<file path="src/rtl/mcperf_pkg.sv">
package mcperf_pkg;
  localparam int REG_W     = 32;
  localparam int SEL_W     = 8;
  localparam int BIT_OVF   = 0;
  localparam int BIT_CLR   = 1;
  localparam int BIT_EN    = 2;
  localparam int SEL_LSB   = 24;
  localparam int CTRL_BASE = 'h00;
  localparam int CNT_BASE  = 'h20;

  // Build a control readback word from its fields; unused bits read 0.
  function automatic logic [REG_W-1:0] pack_ctrl(input logic [SEL_W-1:0] sel,
                                                 input logic en,
                                                 input logic clr,
                                                 input logic ovf);
    logic [REG_W-1:0] w;
    w = '0;
    w[SEL_LSB +: SEL_W] = sel;
    w[BIT_EN]  = en;
    w[BIT_CLR] = clr;
    w[BIT_OVF] = ovf;
    return w;
  endfunction
endpackage

</file>
<file path="src/rtl/mcperf_evsel.sv">
module mcperf_evsel
  import mcperf_pkg::*;
#(
  parameter int NUM_EVT = 64
) (
  input  logic [NUM_EVT-1:0] evt_strobe,
  input  logic [SEL_W-1:0]   sel,
  output logic               hit
);
  localparam int IDX_W = (NUM_EVT > 1) ? $clog2(NUM_EVT) : 1;

  logic in_range;
  logic [IDX_W-1:0] idx;

  always_comb begin
    // code 0 is the cycle code; it belongs to slot 0 only
    in_range = (32'(sel) < NUM_EVT) && (sel != '0);
    idx      = IDX_W'(sel);
    hit      = in_range && evt_strobe[idx];
  end
endmodule

</file>
<file path="src/rtl/mcperf_counter.sv">
module mcperf_counter
  import mcperf_pkg::*;
#(
  parameter int CTR_W    = 32,
  parameter bit IS_CYCLE = 1'b0
) (
  input  logic             clk,
  input  logic             rst,
  input  logic             wr_en,
  input  logic             wr_ovf,
  input  logic             wr_clr,
  input  logic             wr_enb,
  input  logic [SEL_W-1:0] wr_sel,
  input  logic             run,
  input  logic             evt_hit,
  output logic [CTR_W-1:0] cnt_o,
  output logic             en_o,
  output logic             clr_o,
  output logic             ovf_o,
  output logic [SEL_W-1:0] sel_o
);
  localparam logic [CTR_W-1:0] CNT_MAX = '1;

  logic [CTR_W-1:0] cnt_q;
  logic             en_q;
  logic             ovf_q;
  logic [SEL_W-1:0] sel_q;
  logic             inc;
  logic             clr_hit;
  logic             wrap;

  generate
    if (IS_CYCLE) begin : g_edge_clear
      // zeroing needs a 0 stored in the clear bit, then a 1 written
      logic clr_q;
      always_ff @(posedge clk) begin
        if (rst)        clr_q <= 1'b0;
        else if (wr_en) clr_q <= wr_clr;
      end
      assign clr_hit = wr_en && wr_clr && !clr_q;
      assign clr_o   = clr_q;
    end else begin : g_level_clear
      // writing 0 zeroes the count; the bit is returned to 1 at once
      assign clr_hit = wr_en && !wr_clr;
      assign clr_o   = 1'b1;
    end
  endgenerate

  always_comb begin
    inc  = en_q && run && evt_hit;
    wrap = inc && !clr_hit && (cnt_q == CNT_MAX);
  end

  always_ff @(posedge clk) begin
    if (rst) begin
      cnt_q <= '0;
      en_q  <= 1'b0;
      ovf_q <= 1'b0;
      sel_q <= '0;
    end else begin
      if (clr_hit)  cnt_q <= '0;
      else if (inc) cnt_q <= cnt_q + 1'b1;
      if (wr_en) begin
        en_q  <= wr_enb;
        sel_q <= wr_sel;
      end
      if (wrap)                  ovf_q <= 1'b1;
      else if (wr_en && !wr_ovf) ovf_q <= 1'b0;
    end
  end

  assign cnt_o = cnt_q;
  assign en_o  = en_q;
  assign ovf_o = ovf_q;
  assign sel_o = sel_q;

  AST_HOLD_WHEN_HALTED: assert property (@(posedge clk) disable iff (rst)
    (!run && !wr_en) |=> $stable(cnt_q));
  AST_STEP_OR_ZERO: assert property (@(posedge clk) disable iff (rst)
    !$stable(cnt_q) |-> ((cnt_q == CTR_W'($past(cnt_q) + 1'b1)) || (cnt_q == '0)));
  AST_OVF_STICKY: assert property (@(posedge clk) disable iff (rst)
    (ovf_q && !(wr_en && !wr_ovf)) |=> ovf_q);
  AST_DISABLED_WRITE_KEEPS: assert property (@(posedge clk) disable iff (rst)
    (wr_en && !wr_enb && !clr_hit && !inc) |=> $stable(cnt_q));
endmodule

</file>
<file path="src/rtl/mcperf_regif.sv">
module mcperf_regif
  import mcperf_pkg::*;
#(
  parameter int NUM_CTR = 4,
  parameter int CTR_W   = 32,
  parameter int ADDR_W  = 8
) (
  input  logic                            clk,
  input  logic                            rst,
  input  logic [ADDR_W-1:0]               reg_addr,
  input  logic                            reg_we,
  input  logic [NUM_CTR-1:0][REG_W-1:0]   ctrl_words,
  input  logic [NUM_CTR-1:0][CTR_W-1:0]   counts,
  output logic [NUM_CTR-1:0]              ctrl_wr,
  output logic [REG_W-1:0]                reg_rdata
);
  logic [REG_W-1:0] rd_d;

  always_comb begin
    ctrl_wr = '0;
    rd_d    = '0;
    for (int n = 0; n < NUM_CTR; n++) begin
      if (reg_addr == ADDR_W'(CTRL_BASE + 4 * n)) begin
        ctrl_wr[n] = reg_we;
        rd_d       = ctrl_words[n];
      end
      if (reg_addr == ADDR_W'(CNT_BASE + 4 * n))
        rd_d = REG_W'(counts[n]);
    end
  end

  always_ff @(posedge clk) begin
    if (rst) reg_rdata <= '0;
    else     reg_rdata <= rd_d;
  end

  AST_ONE_WRITE_TARGET: assert property (@(posedge clk) disable iff (rst)
    $onehot0(ctrl_wr));
endmodule

</file>
<file path="src/rtl/mcperf_unit.sv">
module mcperf_unit
  import mcperf_pkg::*;
#(
  parameter int NUM_CTR = 4,
  parameter int CTR_W   = 32,
  parameter int NUM_EVT = 64,
  parameter int ADDR_W  = 8
) (
  input  logic               clk,
  input  logic               rst,
  input  logic [ADDR_W-1:0]  reg_addr,
  input  logic               reg_we,
  input  logic [REG_W-1:0]   reg_wdata,
  output logic [REG_W-1:0]   reg_rdata,
  input  logic [NUM_EVT-1:0] evt_strobe,
  output logic               irq
);
  localparam logic [CTR_W-1:0] CNT_MAX = '1;

  logic [NUM_CTR-1:0][REG_W-1:0] ctrl_words;
  logic [NUM_CTR-1:0][CTR_W-1:0] counts;
  logic [NUM_CTR-1:0]            ctrl_wr;
  logic [NUM_CTR-1:0]            en_v, clr_v, ovf_v, hit_v;
  logic [NUM_CTR-1:0][SEL_W-1:0] sel_v;
  logic                          run;

  // slot 0 gates the unit: enabled and not overflowed
  assign run = en_v[0] && !ovf_v[0];
  assign irq = ovf_v[0];

  mcperf_regif #(.NUM_CTR(NUM_CTR), .CTR_W(CTR_W), .ADDR_W(ADDR_W)) u_regif (
    .clk        (clk),
    .rst        (rst),
    .reg_addr   (reg_addr),
    .reg_we     (reg_we),
    .ctrl_words (ctrl_words),
    .counts     (counts),
    .ctrl_wr    (ctrl_wr),
    .reg_rdata  (reg_rdata)
  );

  generate
    for (genvar g = 0; g < NUM_CTR; g++) begin : g_slot
      if (g == 0) begin : g_cycle
        assign hit_v[g] = 1'b1;
      end else begin : g_event
        mcperf_evsel #(.NUM_EVT(NUM_EVT)) u_evsel (
          .evt_strobe (evt_strobe),
          .sel        (sel_v[g]),
          .hit        (hit_v[g])
        );
      end

      mcperf_counter #(.CTR_W(CTR_W), .IS_CYCLE(g == 0)) u_ctr (
        .clk     (clk),
        .rst     (rst),
        .wr_en   (ctrl_wr[g]),
        .wr_ovf  (reg_wdata[BIT_OVF]),
        .wr_clr  (reg_wdata[BIT_CLR]),
        .wr_enb  (reg_wdata[BIT_EN]),
        .wr_sel  (reg_wdata[SEL_LSB +: SEL_W]),
        .run     (run),
        .evt_hit (hit_v[g]),
        .cnt_o   (counts[g]),
        .en_o    (en_v[g]),
        .clr_o   (clr_v[g]),
        .ovf_o   (ovf_v[g]),
        .sel_o   (sel_v[g])
      );

      assign ctrl_words[g] = pack_ctrl(sel_v[g], en_v[g], clr_v[g], ovf_v[g]);
    end
  endgenerate

  AST_IRQ_ONLY_ON_CYCLE_WRAP: assert property (@(posedge clk) disable iff (rst)
    $rose(irq) |-> ((counts[0] == '0) && ($past(counts[0]) == CNT_MAX)));
  AST_IRQ_HELD: assert property (@(posedge clk) disable iff (rst)
    (irq && !(ctrl_wr[0] && !reg_wdata[BIT_OVF])) |=> irq);
endmodule

</file>
<file path="config.mk">
export PLATFORM = sky130hd
export DESIGN_NAME = mcperf_unit
export DESIGN_NICKNAME = d
export VERILOG_FILES = /design/src/rtl/mcperf_pkg.sv /design/src/rtl/mcperf_evsel.sv /design/src/rtl/mcperf_counter.sv /design/src/rtl/mcperf_regif.sv /design/src/rtl/mcperf_unit.sv
export SDC_FILE = /design/constraint.sdc
export NUM_CORES = 1
export LEC_CHECK = 0
export BUFFER_PORTS_ARGS = -buffer_cell sky130_fd_sc_hd__buf_2
export CAP_MARGIN = 15
export CORE_MARGIN = 4
export CORE_UTILIZATION = 45
export DETAILED_ROUTE_END_ITERATION = 10
export PLACE_DENSITY = 0.62
export SYNTH_ARGS = -nofsm -noshare
export SYNTH_HDL_FRONTEND = slang
export SYNTH_HIERARCHICAL = 1
export SYNTH_SLANG_ARGS = --single-unit
export TNS_END_PERCENT = 100
</file>
<file path="constraint.sdc">
create_clock -name clk -period 4.6 [get_ports clk]
set_input_delay 0.46 -clock clk [delete_from_list [all_inputs] [get_ports clk]]
set_output_delay 0.46 -clock clk [all_outputs]
set_load 0.005 [all_outputs]
</file>
==> out/results.tsv <==
metric	value	unit
via count	11500	
P&R area growth vs syn	13.2	%
setup TNS	0	ps
hold path depth	3	
post-synthesis simple-gate area fraction	20.8	%
residual DRC count	0	
Worst Path Arrival	4480	ps
outcome	finished clean	
worst hold slack	305	ps
compound-cell area share of the yosys netlist	19.0	%
Synth area leaders	dfxtp_1, mux2i_1, a21oi_1	
die width	176	um
Slew HR	41.4	%
htree depth	1	
Initial DRT Pass Iterations	5	
crit end category	register	
required time at the worst-slack endpoint	5030	ps
Hold Crit Start	reg_wdata[24]	
peak fanout along the critical path	18	
critical path class	register to register	
R2R Path Start	g_slot[3].u_ctr/sel_o[0]$_SDFFE_PP0P_	
Synth Area per Inst	9.20	um2
Synth top cells by count	dfxtp_1, mux2i_1, a21oi_1, nor2_1, nand2_1	
area leader, netlist	dfxtp_1	
mapped cell area	12700	um2
top cell type's share of synthesized area	31.6	%
Pleak	4.91	nW
DIE AREA	31000	um2
global-route wire length before repair	59900	um
largest net degree at the start of global routing	65	
post-synthesis mux area share	20.3	%
max-cap viol count	0	
CTS Buf Count	25	
Total Nets Final	1644	
Routed Antenna Nets	0	
die height	176	um
final setup fails	0	
placer congestion estimate	0.919	
Root Driver	clkbuf_16	
Seq/Total Area, Yosys	31.6	%
Final Cycle Share	88.0	%
Clock Sinks	201	
CTS tree	built	
Reg2Reg Capture Point	g_slot[3].u_ctr/cnt_o[23]$_SDFFE_PP0P_	
#FFs+latches synth	201	
CTS hold repair buffers	0	
most common flop cell mapped by yosys	dfxtp_1	
register-to-register path setup slack	550	ps
Initial Util	45.7	%
initial antenna violation count	2	
number of synthesized flops with an enable pin	0	
Initial DRC Count	978	
XOR/XNOR share of the synthesized area	2.13	%
final hold vios	0	
largest family of logic cells by synthesized area	simple AND/OR/NAND/NOR gates	
synthesized instance count	1384	
YS warnings	6	
HPWL after detailed placement	27600	um
FMAX	247	MHz
post-CTS setup buffer count	0	
Final Critical Period	4050	ps
Worst-Margin Slew	878	ps
Max clock buf depth	3	
worst vdd ir	0.230	mV
vias in the first global route	10600	
gr ovfl total	0	
Core Box Area	27900	um2
power density over the cells	272	nW/um2
clk_skew	9.69	ps
hold crit path type	primary input to register	
Worst R2R Path Depth	10	
DR vias/cell	5.96	
fraction of registers with async set/reset	0	%
final wirelength	38300	um
Gates resized, CTS repair	0	
count leader, synth	dfxtp_1	
Skew-Pair Late Insertion Delay	510	ps
row count	61	
Routed WL per cell	19.9	um
CP Launch Type	register	
clock-pin slew on the worst setup and hold paths	60	ps
post-synthesis adder-cell area fraction	0.393	%
Slew Limit Fails	0	
unrepaired setup endpoints after global routing	no	
post-synthesis cell type count	58	
Hold EP	g_slot[2].u_ctr/sel_o[0]$_SDFFE_PP0P_	
layout cells sized above 1	17.8	%
I/O Pins	140	
# port buffers	118	
GRT Util Overall	23.9	%
routing by layer:
layer  routed length (um)  vias to the layer above  share of wire (%)  global-route usage (%)
li1                     -                     5567                  -                       -
met1                16900                     5484                 44                    33.4
met2                17700                      382                 46                    38.9
met3                 2710                       53                7.1                    3.40
met4                 1010                        2                2.6                    6.66
met5                   13                        -              0.034                       0
worst max-delay path by stage:
stage	end	slack (ps)	depth (start not counted)	from
after global routing	g_slot[3].u_ctr/cnt_o[23]$_SDFFE_PP0P_	380	10	g_slot[3].u_ctr/sel_o[0]$_SDFFE_PP0P_
final	g_slot[3].u_ctr/cnt_o[23]$_SDFFE_PP0P_	550	10	g_slot[3].u_ctr/sel_o[0]$_SDFFE_PP0P_
after detailed placement	g_slot[3].u_ctr/cnt_o[31]$_SDFFE_PP0P_	650	10	g_slot[3].u_ctr/sel_o[0]$_SDFFE_PP0P_
after global placement	g_slot[3].u_ctr/cnt_o[31]$_SDFFE_PP0P_	750	10	g_slot[3].u_ctr/sel_o[0]$_SDFFE_PP0P_
after CTS	g_slot[3].u_ctr/cnt_o[23]$_SDFFE_PP0P_	640	10	g_slot[3].u_ctr/sel_o[0]$_SDFFE_PP0P_
after floorplan	g_slot[1].u_ctr/cnt_o[20]$_SDFFE_PP0P_	1660	12	g_slot[1].u_ctr/sel_o[1]$_SDFFE_PP0P_
logic make-up after synthesis:
group / Yosys count
simple gates: 461
compound gates: 364
flops: 201
mux: 199
buf+inv: 119
xor+xnor: 31
other cells: 5
fa+ha+maj: 4
final cells by class:
| type | count | area (um2) |
|---|---|---|
| Fill cell | 2620 | 13400 |
| Multi-Input combinational cell | 1148 | 8330 |
| Sequential cell | 201 | 4020 |
| Timing Repair Buffer | 136 | 732 |
| Clock buffer | 33 | 676 |
| Tap cell | 378 | 473 |
| Clock inverter | 8 | 96.3 |
| Inverter | 21 | 78.8 |
| Antenna cell | 1 | 2.50 |
critical path, stage by stage, from the launching register on:
cell       delay [ps]
dfxtp_1           680
buf_4             360
mux2i_1           110
a221oi_1          420
a221oi_2          130
o22ai_1           140
and3_1            330
and4_1            310
nand4bb_1         600
or4_1             700
a21oi_1           170
metrics by stage:
stage                     power [mW]  area [um2]  worst slack, ps  cells  utilization [%]
after floorplan                 1.99       13000             1660   1468                -
after global placement          2.08       13600              749   1884             48.9
after detailed placement        2.09       13600              653   1884             48.9
after CTS                       3.96       14400              635   1925             51.7
after global routing            4.06       14400              378   1926             51.7
final                           3.92       14400              551   1926             51.7
state kept, by name, indices dropped and copies added (netlist names):
register            count
g_slot.u_ctr/cnt_o    128
g_slot.u_ctr/sel_o     32
u_regif/reg_rdata      32
g_slot.u_ctr/en_o       4
g_slot.u_ctr/ovf_o      4
g_slot.u_ctr/clr_o      1
cells in the final DEF (no fill, tap or decap), types with 21 or more instances in the layout:
cell	instances
dfxtp_1	201
mux2i_1	146
a21oi_1	143
buf_2	117
nor2_1	94
conb_1	89
nand2_1	67
o21ai_0	51
or4_1	51
or3_1	46
o31ai_1	46
nand3_1	39
nand4_1	37
mux4_2	27
o22ai_1	27
clkbuf_16	25
o2bb2ai_1	24
and4_1	23
xnor2_1	21
report_power, final:
part | switching, mW | total [mW] | internal, mW
registers | 0.00104 | 1.74 | 1.74
clock network | 0.735 | 1.87 | 1.13
logic | 0.194 | 0.311 | 0.118
total | 0.930 | 3.92 | 2.99
Power figures use the tool's default switching activity.
